<file path="config.mk">
export PLATFORM = sky130hd
export DESIGN_NAME = cascade_timer
export DESIGN_NICKNAME = d
export VERILOG_FILES = /design/src/rtl/ctmr_pkg.sv /design/src/rtl/ctmr_tick_sel.sv /design/src/rtl/ctmr_cmp_reg.sv /design/src/rtl/ctmr_chan.sv /design/src/rtl/cascade_timer.sv
export SDC_FILE = /design/constraint.sdc
export NUM_CORES = 1
export LEC_CHECK = 0
export BUFFER_PORTS_ARGS = -buffer_cell sky130_fd_sc_hd__clkbuf_2
export CAP_MARGIN = 20
export CELL_PAD_IN_SITES_DETAIL_PLACEMENT = 1
export CELL_PAD_IN_SITES_GLOBAL_PLACEMENT = 1
export CORE_ASPECT_RATIO = 0.5
export CORE_UTILIZATION = 40
export CTS_CLUSTER_DIAMETER = 150
export DETAILED_ROUTE_END_ITERATION = 10
export PLACE_DENSITY_LB_ADDON = 0.1
export SYNTH_ARGS = -nofsm -noshare
export SYNTH_HDL_FRONTEND = slang
export SYNTH_SLANG_ARGS = --single-unit
</file>
<file path="constraint.sdc">
create_clock -name clk -period 2.02 [get_ports clk]
set_input_delay 0.202 -clock clk [delete_from_list [all_inputs] [get_ports clk]]
set_output_delay 0.202 -clock clk [all_outputs]
set_load 0.02 [all_outputs]
</file>
<file path="src/rtl/ctmr_pkg.sv">
package ctmr_pkg;
  typedef enum logic {
    CH_LO = 1'b0,
    CH_HI = 1'b1
  } ctmr_chan_e;
endpackage

</file>
<file path="src/rtl/ctmr_tick_sel.sv">
module ctmr_tick_sel #(
  parameter int NSEL = 4,
  parameter int SELW = $clog2(NSEL)
) (
  input  logic [NSEL-1:0] tick_i,
  input  logic [SELW-1:0] sel_i,
  output logic            tick_o
);
  always_comb begin
    tick_o = 1'b0;
    for (int k = 0; k < NSEL; k++)
      if (sel_i == SELW'(k)) tick_o = tick_i[k];
  end
endmodule

</file>
<file path="src/rtl/ctmr_cmp_reg.sv">
module ctmr_cmp_reg
  import ctmr_pkg::*;
#(
  parameter int         W  = 8,
  parameter ctmr_chan_e ID = CH_LO
) (
  input  logic         clk,
  input  logic         rst_n,
  input  logic         we_i,
  input  logic         target_i,
  input  logic [W-1:0] data_i,
  input  logic         busy_i,
  output logic [W-1:0] cmp_o
);
  logic hit;
  assign hit = we_i && (target_i == logic'(ID)) && !busy_i;

  always_ff @(posedge clk) begin
    if (!rst_n)   cmp_o <= '0;
    else if (hit) cmp_o <= data_i;
  end

  // compare byte is frozen across running cycles
  p_cmp_frozen_r9: assert property (@(posedge clk) disable iff (!rst_n)
    ($past(busy_i) && busy_i) |-> $stable(cmp_o));
endmodule

</file>
<file path="src/rtl/ctmr_chan.sv">
module ctmr_chan #(
  parameter int W = 8
) (
  input  logic         clk,
  input  logic         rst_n,
  input  logic         clr_i,
  input  logic         wrap_i,
  input  logic         step_i,
  output logic [W-1:0] cnt_o
);
  always_ff @(posedge clk) begin
    if (!rst_n)                cnt_o <= '0;
    else if (clr_i || wrap_i)  cnt_o <= '0;
    else if (step_i)           cnt_o <= cnt_o + 1'b1;
  end

  // a plain step advances the count by exactly one
  p_step_one_r2: assert property (@(posedge clk) disable iff (!rst_n)
    (step_i && !clr_i && !wrap_i) |=> (cnt_o == $past(cnt_o) + 1'b1));
endmodule

</file>
<file path="src/rtl/cascade_timer.sv">
module cascade_timer
  import ctmr_pkg::*;
#(
  parameter int W    = 8,
  parameter int NSEL = 4,
  parameter int SELW = $clog2(NSEL)
) (
  input  logic            clk,
  input  logic            rst_n,
  input  logic [NSEL-1:0] tick_i,
  input  logic            cascade_i,
  input  logic            en_lo_i,
  input  logic            en_hi_i,
  input  logic [SELW-1:0] sel_lo_i,
  input  logic [SELW-1:0] sel_hi_i,
  input  logic            cfg_we_i,
  input  logic            cfg_hi_i,
  input  logic [W-1:0]    cfg_data_i,
  output logic [W-1:0]    cnt_lo_o,
  output logic [W-1:0]    cnt_hi_o,
  output logic            irq_lo_o,
  output logic            irq_hi_o
);
  localparam logic [W-1:0] TOP = '1;

  logic         tk_lo, tk_hi;
  logic [W-1:0] cmp_lo, cmp_hi;
  logic         match_lo, match_hi, match_w;
  logic         run_w;
  logic         busy_lo, busy_hi;
  logic         clr_lo, clr_hi, wrap_lo, wrap_hi, step_lo, step_hi;
  logic         irq_lo_d, irq_hi_d;

  ctmr_tick_sel #(.NSEL(NSEL), .SELW(SELW)) u_sel_lo (
    .tick_i(tick_i), .sel_i(sel_lo_i), .tick_o(tk_lo));
  ctmr_tick_sel #(.NSEL(NSEL), .SELW(SELW)) u_sel_hi (
    .tick_i(tick_i), .sel_i(sel_hi_i), .tick_o(tk_hi));

  ctmr_cmp_reg #(.W(W), .ID(CH_LO)) u_cmp_lo (
    .clk(clk), .rst_n(rst_n), .we_i(cfg_we_i), .target_i(cfg_hi_i),
    .data_i(cfg_data_i), .busy_i(busy_lo), .cmp_o(cmp_lo));
  ctmr_cmp_reg #(.W(W), .ID(CH_HI)) u_cmp_hi (
    .clk(clk), .rst_n(rst_n), .we_i(cfg_we_i), .target_i(cfg_hi_i),
    .data_i(cfg_data_i), .busy_i(busy_hi), .cmp_o(cmp_hi));

  assign match_lo = (cnt_lo_o == cmp_lo);
  assign match_hi = (cnt_hi_o == cmp_hi);
  assign match_w  = match_lo && match_hi;
  assign run_w    = en_lo_i && en_hi_i;

  always_comb begin
    if (cascade_i) begin
      busy_lo  = en_lo_i || en_hi_i;
      busy_hi  = busy_lo;
      clr_lo   = !run_w;
      clr_hi   = !run_w;
      wrap_lo  = tk_lo && match_w;
      wrap_hi  = wrap_lo;
      step_lo  = tk_lo && !match_w;
      step_hi  = step_lo && (cnt_lo_o == TOP);
      irq_lo_d = run_w && tk_lo && match_w;
      irq_hi_d = 1'b0;
    end else begin
      busy_lo  = en_lo_i;
      busy_hi  = en_hi_i;
      clr_lo   = !en_lo_i;
      clr_hi   = !en_hi_i;
      wrap_lo  = tk_lo && match_lo;
      wrap_hi  = tk_hi && match_hi;
      step_lo  = tk_lo && !match_lo;
      step_hi  = tk_hi && !match_hi;
      irq_lo_d = en_lo_i && tk_lo && match_lo;
      irq_hi_d = en_hi_i && tk_hi && match_hi;
    end
  end

  ctmr_chan #(.W(W)) u_chan_lo (
    .clk(clk), .rst_n(rst_n), .clr_i(clr_lo), .wrap_i(wrap_lo),
    .step_i(step_lo), .cnt_o(cnt_lo_o));
  ctmr_chan #(.W(W)) u_chan_hi (
    .clk(clk), .rst_n(rst_n), .clr_i(clr_hi), .wrap_i(wrap_hi),
    .step_i(step_hi), .cnt_o(cnt_hi_o));

  always_ff @(posedge clk) begin
    if (!rst_n) begin
      irq_lo_o <= 1'b0;
      irq_hi_o <= 1'b0;
    end else begin
      irq_lo_o <= irq_lo_d;
      irq_hi_o <= irq_hi_d;
    end
  end

  // count reads zero whenever the interrupt is high
  p_irq_at_zero_r10: assert property (@(posedge clk) disable iff (!rst_n)
    irq_lo_o |-> (cnt_lo_o == '0));
  // upper interrupt silent while chained
  p_hi_muted_r7: assert property (@(posedge clk) disable iff (!rst_n)
    $past(cascade_i) |-> !irq_hi_o);
  // lower count held at zero while its enable is low
  p_hold_zero_r8: assert property (@(posedge clk) disable iff (!rst_n)
    !en_lo_i |=> (cnt_lo_o == '0));
  // chained upper byte moves only as the lower byte leaves FFh
  p_carry_r5: assert property (@(posedge clk) disable iff (!rst_n)
    (cascade_i && run_w && (cnt_hi_o != '0) && $past(cascade_i && run_w)
     && !$stable(cnt_hi_o)) |-> ($past(cnt_lo_o) == TOP));
endmodule

</file>
Word-level counts from Yosys, hierarchy flattened
Index checks and enable logic that the tools add are counted.
Widths: inputs -> output; s select.
{"block": "classes", "n_eq_ne": 9, "add_sub_neg": 2, "bitwise": 2, "reduce_logical": 35, "muxes": 17}
{"op": "$logic_and 1x1->1", "count": 19}
{"op": "$mux 1", "count": 17}
{"op": "$add 8x1->8 const B", "count": 2}
{"op": "$eq 8x8->1", "count": 2}
{"op": "$eq 2x2->1 const B", "count": 4}
{"op": "$eq 8x8->1 const B", "count": 1}
{"op": "$logic_not 1->1", "count": 8}
{"op": "$reduce_or 2->1", "count": 3}
{"op": "$eq 2x1->1 const B", "count": 2}
{"op": "$logic_not 2->1", "count": 2}
{"op": "$logic_or 1x1->1", "count": 3}
{"op": "$not 1->1", "count": 2}
{"block": "word_totals", "output_inout_bits": 18, "regBits": 34}

Logic depth before layout (Yosys ltp)
Gate-level depths: netlist (run 1).
{"block": "depth", "depth_word": 9, "mapped_depth": 7}

Hierarchy
Synthesis (run 1) repeated with hierarchy kept, for this count alone.
{"block": "unflattened", "cells_unflattened": 199, "area_unflattened_um2": 1800.5}
{"mod": "ctmr_chan", "cells_each": 38, "area_each_um2": 342.8, "seq_area_each_um2": 160.2, "n_inst": 2}
{"mod": "cascade_timer", "cells_each": 49, "area_each_um2": 392.9, "seq_area_each_um2": 40.0, "n_inst": 1}
{"mod": "ctmr_cmp_reg at u_cmp_lo", "cells_each": 36, "area_each_um2": 340.3, "seq_area_each_um2": 160.2, "n_inst": 1}
{"mod": "ctmr_cmp_reg at u_cmp_hi", "cells_each": 36, "area_each_um2": 336.6, "seq_area_each_um2": 160.2, "n_inst": 1}
{"mod": "ctmr_tick_sel", "cells_each": 1, "area_each_um2": 22.5, "seq_area_each_um2": 0.0, "n_inst": 2}

Least setup slack after synthesis (run 1)
OpenSTA, ideal clock, no wires.
{"block": "synth_timing", "path_type": "register to register", "startpoint": "reg u_chan_lo.cnt_o[2]", "endpoint": "reg u_chan_hi.cnt_o[0]", "slack_ns": 0.148, "arrival_ns": 1.743, "stages_incl_launch_ff": 8, "cell_sequence": "dfxtp_1 xor2_1 nor4_2 and2_1 buf_4 a31oi_1 o2111ai_2 nor2_1"}
{"block": "synth_between", "elab_chain_len": 6, "word_cells_on_any_way": 11, "cone_classes": "2 x eq/ne; 2 x mux; 7 x reduce/logical"}
{"element": "start, declared", "line": "ctmr_chan.sv:9", "rtl": "output logic [W-1:0] cnt_o"}
{"element": "start signal, assigned", "line": "ctmr_chan.sv:14", "rtl": "else if (step_i) cnt_o <= cnt_o + 1'b1;"}
{"element": "$eq 8x8->1", "line": "cascade_timer.sv:46", "rtl": "assign match_lo = (cnt_lo_o == cmp_lo);"}
{"element": "$logic_and 1x1->1", "line": "cascade_timer.sv:48", "rtl": "assign match_w = match_lo && match_hi;"}
{"element": "$logic_and 1x1->1 or $logic_not 1->1 (tied branches)", "line": "cascade_timer.sv:57, cascade_timer.sv:59"}
{"element": "$mux 1 or $logic_and 1x1->1 (tied branches)", "line": "cascade_timer.sv:52, cascade_timer.sv:59"}
{"element": "$logic_or 1x1->1 or $logic_and 1x1->1 (tied branches)", "line": "ctmr_chan.sv:13, cascade_timer.sv:60"}
{"element": "$reduce_or 2->1 (no source line) or $mux 1 (tied branches)"}
{"element": "end signal, assigned", "line": "ctmr_chan.sv:14"}
{"element": "end, declared", "line": "ctmr_chan.sv:9"}
Parallel ways exist; a longest one is shown, timed or not.
A chain may end at the register's enable or synchronous reset.

Worst setup path in the final report (run 1)
{"block": "layout_timing", "startpoint": "reg u_chan_lo.cnt_o[1]", "endpoint": "reg u_chan_hi.cnt_o[5]"}
The elaborated chain is that of the path after synthesis.

==> impl_metrics.csv, run 1 <==
group,metric,value,unit
global_route,antenna_found_initial,0,
clock_tree,cts_made_buffers,5,
clock_tree,clk_latency,290,ps
place,pre_cts_ws,100,ps
cells_and_area,stdcell_area,0.00222,mm2
clock_tree,clk_pin_slew,80,ps
critical_path,cpPeakStageDelay,410,ps
floorplanning,io_pins,41,
timing,relSlewSlack,50.3,%
critical_path,endpoint,"u_chan_hi.cnt_o[5]",
clock_tree,cts.path.max_buffers,2,
place,dpl_cell_area,0.00211,mm2
yosys,ys_ff_latch,34,
floorplanning,die_height,49.0,um
critical_path,r2r_setup_slack,150,ps
place,io_buffers,40,
global_route,first_global_vias,1543,
yosys,netlist_instances,181,
power,power,1.43,mW
yosys,synth_nets,206,
critical_path,critPathTopFamily,"simple AND/OR/NAND/NOR gates",
cells_and_area,num_antenna_cells,0,
floorplanning,die_area,0.00470,mm2
routing,drt-met1-wl,2.29,mm
routing,drt-total-wl,4.54,mm
floorplanning,coreArea,0.00406,mm2
routing,avgViaCountPerCell,5.12,
critical_path,cp_num_buf_inv,0,
critical_path,regToRegEndpoint,"u_chan_hi.cnt_o[5]",
cells_and_area,syn_to_final_growth,25.5,%
yosys,yosysWarnings,0,
routing,wl_met3,149,um
worst_hold_path,min_path_type,"in2reg",
timing,timing_hold_violations_final,0,
routing,antenna_left,0,
timing,max_freq,535,MHz
timing,slew_viol_final,0,
global_route,grt_max_degree,21,
critical_path,path_depth,7,
place,dp_hpwl,3.41,mm
routing,remaining_drc_errors,0,
critical_path,crit_start,"u_chan_lo.cnt_o[1]",
power,cellPowerDensity,647,mW/mm2
clock_tree,post_cts_buffers,0,
cells_and_area,nets,262,
clock_tree,cts_root_buf,"clkbuf_8",
yosys,ys_seq_area_share,38.6,%
critical_path,path_class,"reg2reg",
clock_tree,tritoncts,"yes",
clock_tree,ctsHoldBuffers,0,
yosys,synth_cell_type_count,34,
floorplanning,num_rows,16,
run,max_cap_viol_count,0,
global_route,grt_usage,21.6,%
global_route,grt-ovfl-total,0,
cells_and_area,post-route-util,54.5,%
critical_path,critPathRequiredTime,2250,ps
routing,avgRoutedWirePerCell,15.5,um
yosys,syn-cell-area,0.00177,mm2
place,gp_congestion,0.772,
critical_path,end_kind,"flip-flop",
timing,period_share,92.6,%
yosys,synth.avg_cell_area,9.75,um2
timing,skew,8.81,ps
routing,drt-initial-drc-count,37,
power,vdd_drop_max,0.000252,V
routing,drt_first_pass_iters,4,
critical_path,rr_startpoint,"u_chan_lo.cnt_o[1]",
timing,tns,0,ps
clock_tree,htreeDepth,2,
critical_path,start_kind,"flip-flop",
timing,final.min_clock_period,1870,ps
critical_path,path_max_fanout,10,
routing,wl_met2,2.06,mm
critical_path,r2r_cells,7,
timing,fin_ws,150,ps
power,p_leak,1.00,nW
floorplanning,initial_core_util,43.4,%
routing,num_vias,1496,
timing,setup_violations,0,
critical_path,cp_cell_sequence,"ha_1 -> and3_1 -> nand4_4 -> a21oi_2 -> nor2_2 -> or3_1 -> a21oi_1",
timing,max_slew.worst_pin.slew,744,ps
status,outcome,"complete, no violations",
critical_path,cpMaxStageDelayCell,"dfxtp_1",
routing,top_layer,"met4",
global_route,grt_pass1_wl,7.55,mm
critical_path,crit_arrival,2100,ps
cells_and_area,drive_gt1_share,30.7,%
floorplanning,die_w,96.0,um
clock_tree,clock-sinks,34,
sequential cells by signal, indices dropped and copies added, names as in the netlist:
| signal | flops |
|---|---|
| u_chan_hi.cnt_o | 8 |
| u_chan_lo.cnt_o | 8 |
| u_cmp_hi.cmp_o | 8 |
| u_cmp_lo.cmp_o | 8 |
| irq_hi_o | 1 |
| irq_lo_o | 1 |
cell families (layout without fill, tap and decap cells):
family / Yosys count / count (layout) / synth area share [%]
xor gates and xnor gates: 26 / 26 / 12.9
AOI/OAI and AO/OA: 24 / 24 / 9.99
adders and majority gates: 2 / 2 / 1.42
and+or+nand+nor: 68 / 68 / 22.3
buffers and inverters: 7 / 64 / 2.13
DFF: 34 / 34 / 38.6
muxes: 20 / 20 / 12.8
layout make-up:
cell class | instances | area [um2]
tap | 54 | 67.6
inverter | 2 | 7.51
clock inverter | 2 | 12.5
clock buffer | 6 | 82.6
sequential | 34 | 682
fill | 492 | 1850
timing repair buffer | 54 | 305
multi-input combinational | 140 | 1060
what timing repair did:
item | in CTS | in global routing
setup endpoints to repair | 0 | 3
endpoints found under the hold margin | 0 | 0
resized for setup | 0 | 2
worst min path at each step:
stage                                   end  depth (start not counted)     startpoint
after detailed placement  u_cmp_lo.cmp_o[0]                          3  cfg_data_i[0]
after global placement    u_cmp_hi.cmp_o[0]                          3  cfg_data_i[0]
after CTS                          irq_lo_o                          2      cascade_i
after global routing      u_cmp_hi.cmp_o[7]                          3  cfg_data_i[7]
final                     u_cmp_hi.cmp_o[0]                          3  cfg_data_i[0]
after floorplan                    irq_lo_o                          1      cascade_i
worst reg2reg max path, cell delays in order, from the launching register on:
cell and delay (ps):
dfxtp_1 410, ha_1 210, and3_1 210, nand4_4 150
a21oi_2 200, nor2_2 130, or3_1 360, a21oi_1 140
stage by stage:
step           hold slack (ps)  std cells
6_report                   189        292
5_1_grt                    188        292
4_1_cts                    186        292
3_5_place_dp               486        284
3_3_place_gp               471        284
2_1_floorplan              291        181
where the power goes:
part	total (mW)	switching (mW)	leakage, nW	internal (mW)
Combinational	0.208	0.115	0.681	0.0926
Clock	0.534	0.260	0.0472	0.274
Sequential	0.693	0.00989	0.275	0.683
Total	1.43	0.385	1.00	1.05
per-layer routing:
| layer | GRT usage, % | up-vias |
|---|---|---|
| li1 | - | 753 |
| met3 | 6.07 | 8 |
| met2 | 33.2 | 28 |
| met4 | 5.97 | 0 |
| met1 | 29.7 | 707 |
| met5 | 0 | - |
cell usage after synthesis (all sizes together):
master,instances,area [um2]
a2111oi,1,27.5
mux2i,18,180
a2bb2oi,1,15.0
xnor2,16,140
a21boi,1,7.51
mux4,2,45.0
clkbuf,3,11.3
ha,2,25.0
nor4,2,25.0
and2,3,18.8
or3,4,25.0
a31oi,1,6.26
xor2,10,87.6
nand4b,1,8.76
nand2,8,30.0
and3,3,18.8
o21ai,7,35.0
nor2,15,58.8
nand3,8,40.0
nor2b,17,106
inv,2,7.51
a21oi,10,53.8
dfxtp,34,681
nand4,6,52.6
and4,1,8.76
buf,2,18.8
o2111ai,2,23.8
a211oi,1,7.51
cell usage in the layout, fill, tap and decap left out, drive strengths merged:
master,Yosys,layout
a21boi,1,1
xnor2,16,16
and3,3,3
nand4b,1,1
nand2,8,8
and2,3,3
and4,1,1
o2111ai,2,2
clkbuf,3,46
clkinvlp,0,1
a21oi,10,10
xor2,10,10
nand4,6,6
nor2b,17,17
a211oi,1,1
buf,2,14
a31oi,1,1
mux2i,18,18
a2111oi,1,1
o21ai,7,7
ha,2,2
nor4,2,2
or3,4,4
clkinv,0,1
mux4,2,2
a2bb2oi,1,1
dfxtp,34,34
inv,2,2
nand3,8,8
nor2,15,15
No activity file was read; power rests on OpenSTA's default activity.
==> inputs of run 2 (changes only) <==
--- a/config.mk
+++ b/config.mk
@@ -17,3 +17,4 @@
 export SYNTH_ARGS = -nofsm -noshare
 export SYNTH_HDL_FRONTEND = slang
 export SYNTH_SLANG_ARGS = --single-unit
+export TNS_END_PERCENT = 10
==> constraint.sdc (replaced) <==
create_clock -name clk -period 2.02 [get_ports clk]
set_input_delay 0.303 -clock clk [delete_from_list [all_inputs] [get_ports clk]]
set_output_delay 0.303 -clock clk [all_outputs]
set_load 0.02 [all_outputs]
==> run 2 against run 1 <==
Routed wire length rose by 7.0%. Cell count rose by 0.68%. First-iteration DRC count rose by 24%. Clock skew rose by 2.1 ps. Critical path type unchanged. Non-clock buffer count rose by 2. Via count rose by 3.3%. Power rose by 16%.
==> impl_metrics.csv, run 2 (synthesized netlist as in run 1, its figures left out) <==
group,metric,value,unit
status,outcome,"complete, no violations",
critical_path,crit_arrival,2100,ps
place,gp_congestion,0.792,
critical_path,cp_num_buf_inv,0,
clock_tree,post_cts_buffers,0,
cells_and_area,drive_gt1_share,31.3,%
floorplanning,die_area,0.00470,mm2
timing,relSlewSlack,64.5,%
critical_path,path_class,"reg2reg",
place,io_buffers,40,
place,dpl_cell_area,0.00212,mm2
cells_and_area,stdcell_area,0.00227,mm2
global_route,grt_pass1_wl,7.86,mm
timing,skew,10.9,ps
routing,antenna_left,0,
timing,final.min_clock_period,1860,ps
power,cellPowerDensity,737,mW/mm2
global_route,grt-ovfl-total,0,
power,p_int,1.27,mW
clock_tree,clk_pin_slew,80,ps
clock_tree,cts_made_buffers,5,
global_route,grt_max_degree,21,
clock_tree,tritoncts,"yes",
floorplanning,io_pins,41,
routing,drt-total-wl,4.86,mm
clock_tree,ctsHoldBuffers,0,
power,pwr-share-seq,41.5,%
place,dp_hpwl,3.67,mm
timing,max_freq,536,MHz
floorplanning,num_rows,16,
power,switching_share,23.9,%
power,p_leak,1.03,nW
routing,remaining_drc_errors,0,
cells_and_area,syn_to_final_growth,28.4,%
critical_path,start_kind,"flip-flop",
power,vdd_drop_max,0.000391,V
routing,avgRoutedWirePerCell,16.5,um
timing,setup_violations,0,
floorplanning,initial_core_util,43.4,%
clock_tree,clock-sinks,34,
run,max_cap_viol_count,0,
power,power_frac_clock,46.0,%
routing,avgViaCountPerCell,5.26,
routing,num_vias,1546,
clock_tree,cts_root_buf,"clkbuf_8",
timing,max_slew.worst_pin.slew,531,ps
critical_path,cp_cell_sequence,"ha_1 -> and3_1 -> nand4_4 -> a2bb2oi_2 -> nor2_4 -> or3_1 -> a21oi_1",
routing,drt-initial-drc-count,46,
critical_path,cpPeakStageDelay,410,ps
global_route,grt_usage,22.7,%
cells_and_area,num_antenna_cells,0,
clock_tree,htreeDepth,2,
timing,rsz0062_at_grt,"no",
timing,timing_hold_violations_final,0,
critical_path,path_max_fanout,10,
power,pwr-share-comb,12.5,%
timing,fin_ws,155,ps
critical_path,critPathTopFamily,"simple AND/OR/NAND/NOR gates",
timing,slew_viol_final,0,
routing,drt_first_pass_iters,4,
clock_tree,cts.path.max_buffers,2,
critical_path,end_kind,"flip-flop",
timing,tns,0,ps
cells_and_area,nets,264,
power,switchingPower,399,uW
cells_and_area,final_cell_mix,"clkbuf_2, dfxtp_1, mux2i_1",
floorplanning,die_w,96.0,um
place,pre_cts_ws,77.0,ps
cells_and_area,mostFrequentLayoutCell,"clkbuf_2",
clock_tree,clk_latency,300,ps
floorplanning,die_height,49.0,um
worst_hold_path,min_path_type,"in2reg",
timing,period_share,92.3,%
global_route,antenna_found_initial,0,
critical_path,cpMaxStageDelayCell,"dfxtp_1",
global_route,first_global_vias,1622,
critical_path,critPathRequiredTime,2260,ps
floorplanning,coreArea,0.00406,mm2
## run 2: cell count changes in the layout (fill, tap and decap cells not counted)
cell and delta:
nor2_2 -1, clkinv_2 -1, clkbuf_8 -1, a2bb2oi_2 +1
a2bb2oi_4 -1, buf_4 +2, clkinvlp_4 -1, clkinv_4 +1
nor2_4 +1, bufinv_16 +2
## run 2: worst paths after layout
kind                   endpoint                from  slack, ps  cells past startpoint
max          u_chan_hi.cnt_o[7]  u_chan_lo.cnt_o[1]        160                      7
min                    irq_lo_o           cascade_i        270                      2
max reg2reg  u_chan_hi.cnt_o[7]  u_chan_lo.cnt_o[1]        160                      7
min reg2reg  u_chan_hi.cnt_o[7]  u_chan_hi.cnt_o[7]        540                      2
## run 2: power by group through the flow
stage | sequential [mW] | combinational [mW] | clock [mW]
final | 0.693 | 0.209 | 0.768
after global routing | 0.694 | 0.227 | 0.807
after CTS | 0.693 | 0.208 | 0.779
after detailed placement | 0.708 | 0.205 | 0
after global placement | 0.707 | 0.200 | 0
after floorplan | 0.710 | 0.125 | 0
## run 2: per-layer routing
metal  up-vias  GRT usage, %  routed length [um]
met5         -             0                   0
met4         0          5.22                  36
met3         5          6.07                 215
met2        33          38.8                2310
met1       756          28.6                2300
li1        752             -                   -
## run 2: final cells by class
class / instances / area, um2
timing repair buffer: 56 / 320
tap: 54 / 67.6
inverter: 2 / 7.51
sequential: 34 / 682
multi-input combinational: 140 / 1050
fill: 484 / 1800
clock buffer: 5 / 68.8
clock inverter: 3 / 68.8
## run 2: worst register-to-register path, stage by stage, from the launching register on
cell and delay (ps):
dfxtp_1 410, ha_1 210, and3_1 210, nand4_4 130
a2bb2oi_2 250, nor2_4 100, or3_1 360, a21oi_1 140
## run 2: metrics by stage
stage	cells	total power [mW]	hold WS, ps	utilization, %
after floorplan	181	0.835	392	-
after detailed placement	286	0.913	528	52.2
after global routing	294	1.73	278	55.8
after global placement	286	0.907	504	52.2
final	294	1.67	274	55.8
after CTS	294	1.68	267	55.6
## run 2: timing repair
action	in CTS	in global routing
endpoints found under the hold margin	0	0
gates resized for setup	0	2
setup endpoints to repair	0	2
==> inputs of run 3 (changes only) <==
--- a/config.mk
+++ b/config.mk
@@ -7,13 +7,12 @@
 export LEC_CHECK = 0
 export BUFFER_PORTS_ARGS = -buffer_cell sky130_fd_sc_hd__clkbuf_2
 export CAP_MARGIN = 20
-export CELL_PAD_IN_SITES_DETAIL_PLACEMENT = 1
-export CELL_PAD_IN_SITES_GLOBAL_PLACEMENT = 1
 export CORE_ASPECT_RATIO = 0.5
-export CORE_UTILIZATION = 40
+export CORE_UTILIZATION = 45
+export CTS_BUF_LIST = sky130_fd_sc_hd__clkbuf_4 sky130_fd_sc_hd__clkbuf_8
 export CTS_CLUSTER_DIAMETER = 150
 export DETAILED_ROUTE_END_ITERATION = 10
-export PLACE_DENSITY_LB_ADDON = 0.1
+export PLACE_DENSITY = 0.69
 export SYNTH_ARGS = -nofsm -noshare
 export SYNTH_HDL_FRONTEND = slang
 export SYNTH_SLANG_ARGS = --single-unit
==> run 3 against run 2 <==
Sequential power about the same. Critical path depth decreased by 1. Power decreased by 15%. Critical endpoint is now u_chan_hi.cnt_o[6].
==> impl_metrics.csv, run 3 (synthesized netlist as in run 1, its figures left out) <==
group,metric,value,unit
status,outcome,"complete, no violations",
floorplanning,num_rows,15,
routing,drt-total-wl,4.22,mm
power,switching_share,25.1,%
routing,num_vias,1543,
timing,skew,6.69,ps
routing,avgRoutedWirePerCell,14.6,um
cells_and_area,mostFrequentLayoutCell,"clkbuf_2",
global_route,antenna_found_initial,0,
cells_and_area,num-fill-cells,324,
timing,slew_viol_final,0,
global_route,first_global_vias,1363,
clock_tree,cts_root_buf,"clkbuf_8",
timing,rsz0062_at_grt,"no",
power,switchingPower,357,uW
global_route,grt_pass1_wl,6.78,mm
power,p_int,1.06,mW
timing,setup_violations,0,
routing,avgViaCountPerCell,5.34,
critical_path,crit_arrival,2020,ps
routing,drt_first_pass_iters,4,
routing,remaining_drc_errors,0,
critical_path,cpPeakStageDelay,420,ps
clock_tree,cts.path.max_buffers,2,
cells_and_area,fin_cells,289,
timing,max_freq,532,MHz
power,cellPowerDensity,645,mW/mm2
place,dp.cells,281,
run,max_cap_viol_count,0,
global_route,grt_busiest_layer,"met2",
timing,max_slew.worst_pin.slew,686,ps
critical_path,critPathTopFamily,"compound AO/OA/AOI/OAI gates",
clock_tree,clk_latency,280,ps
clock_tree,clk_pin_slew,70,ps
critical_path,rr_startpoint,"u_cmp_lo.cmp_o[5]",
cells_and_area,nets,262,
routing,antenna_left,0,
critical_path,cpMaxStageDelayCell,"o2111ai_2",
timing,final.min_clock_period,1880,ps
critical_path,end_kind,"flip-flop",
cells_and_area,drive_gt1_share,30.7,%
critical_path,cp_num_buf_inv,0,
critical_path,cp_cell_sequence,"xor2_1 -> nor4_2 -> and2_1 -> a31oi_1 -> o2111ai_2 -> a21oi_1",
place,gp_congestion,0.889,
timing,relSlewSlack,54.3,%
global_route,grt_usage,21.6,%
routing,drt-initial-drc-count,98,
cells_and_area,final_cell_mix,"clkbuf_2, dfxtp_1, mux2i_1",
cells_and_area,num_antenna_cells,0,
critical_path,path_max_fanout,8,
clock_tree,htreeDepth,2,
power,pwr-share-comb,14.4,%
floorplanning,initial_core_util,49.2,%
timing,timing_hold_violations_final,0,
power,power_frac_clock,36.9,%
clock_tree,cts_made_buffers,5,
timing,period_share,93.1,%
clock_tree,tritoncts,"yes",
floorplanning,coreArea,0.00358,mm2
critical_path,path_class,"reg2reg",
global_route,grt_max_degree,21,
timing,hold_slack,300,ps
floorplanning,io_pins,41,
clock_tree,clock-sinks,34,
timing,tns,0,ps
cells_and_area,stdcell_area,0.00220,mm2
critical_path,crit_start,"u_cmp_lo.cmp_o[5]",
cells_and_area,syn_to_final_growth,24.7,%
worst_hold_path,hp-start,"cascade_i",
place,io_buffers,40,
global_route,grt-ovfl-total,0,
power,pwr-share-seq,48.8,%
critical_path,start_kind,"flip-flop",
worst_hold_path,min_path_type,"in2reg",
floorplanning,die_height,46.3,um
place,dp_hpwl,3.18,mm
floorplanning,die_w,90.6,um
global_route,grt_use_met2,34.7,%
power,power,1.42,mW
place,dpl_cell_area,0.00210,mm2
global_route,met3_usage,5.28,%
power,p_leak,1.01,nW
global_route,use_met1,29.6,%
floorplanning,die_area,0.00419,mm2
critical_path,critPathRequiredTime,2160,ps
power,vdd_drop_max,0.000237,V
[run 3: path summary, 6_finish.rpt]
check	cells after the start	endpoint	slack [ps]
hold / removal	2	irq_lo_o	300
setup / recovery	6	u_chan_hi.cnt_o[6]	140
hold reg to reg	2	u_chan_hi.cnt_o[7]	530
setup reg to reg	6	u_chan_hi.cnt_o[6]	140
[run 3: cell type report]
type,instances,area (um2),area share (%)
Clock inverter,1,5.00,0.227
Tap cell,51,63.8,2.90
Inverter,2,7.51,0.341
Clock buffer,7,90.1,4.09
Timing Repair Buffer,54,305,13.9
Sequential cell,34,682,31.0
Multi-Input combinational cell,140,1050,47.6
[run 3: per-layer routing]
metal / vias to the layer above / part of all wire (%)
met4: 0 / 0.45
met5: - / 0
met3: 2 / 5.2
li1: 749 / -
met2: 45 / 45
met1: 747 / 49
[run 3: metrics by stage]
step,setup slack [ps],util [%]
6_report,139,61.4
5_1_grt,13.8,61.4
3_3_place_gp,206,58.7
4_1_cts,110,61.4
3_5_place_dp,132,58.7
2_1_floorplan,148,-
[run 3: repair_timing]
item,CTS,global route
hold buffers,0,0
setup buffers,0,0
resized for setup,0,1
endpoints found under the setup margin,0,5
[run 3: power by group through the flow]
| stage | logic, mW | registers, mW | clock network, mW |
|---|---|---|---|
| finish | 0.204 | 0.692 | 0.523 |
| global route | 0.221 | 0.693 | 0.567 |
| CTS | 0.202 | 0.692 | 0.529 |
| detailed placement | 0.201 | 0.707 | 0 |
| global placement | 0.193 | 0.707 | 0 |
| floorplan | 0.125 | 0.710 | 0 |
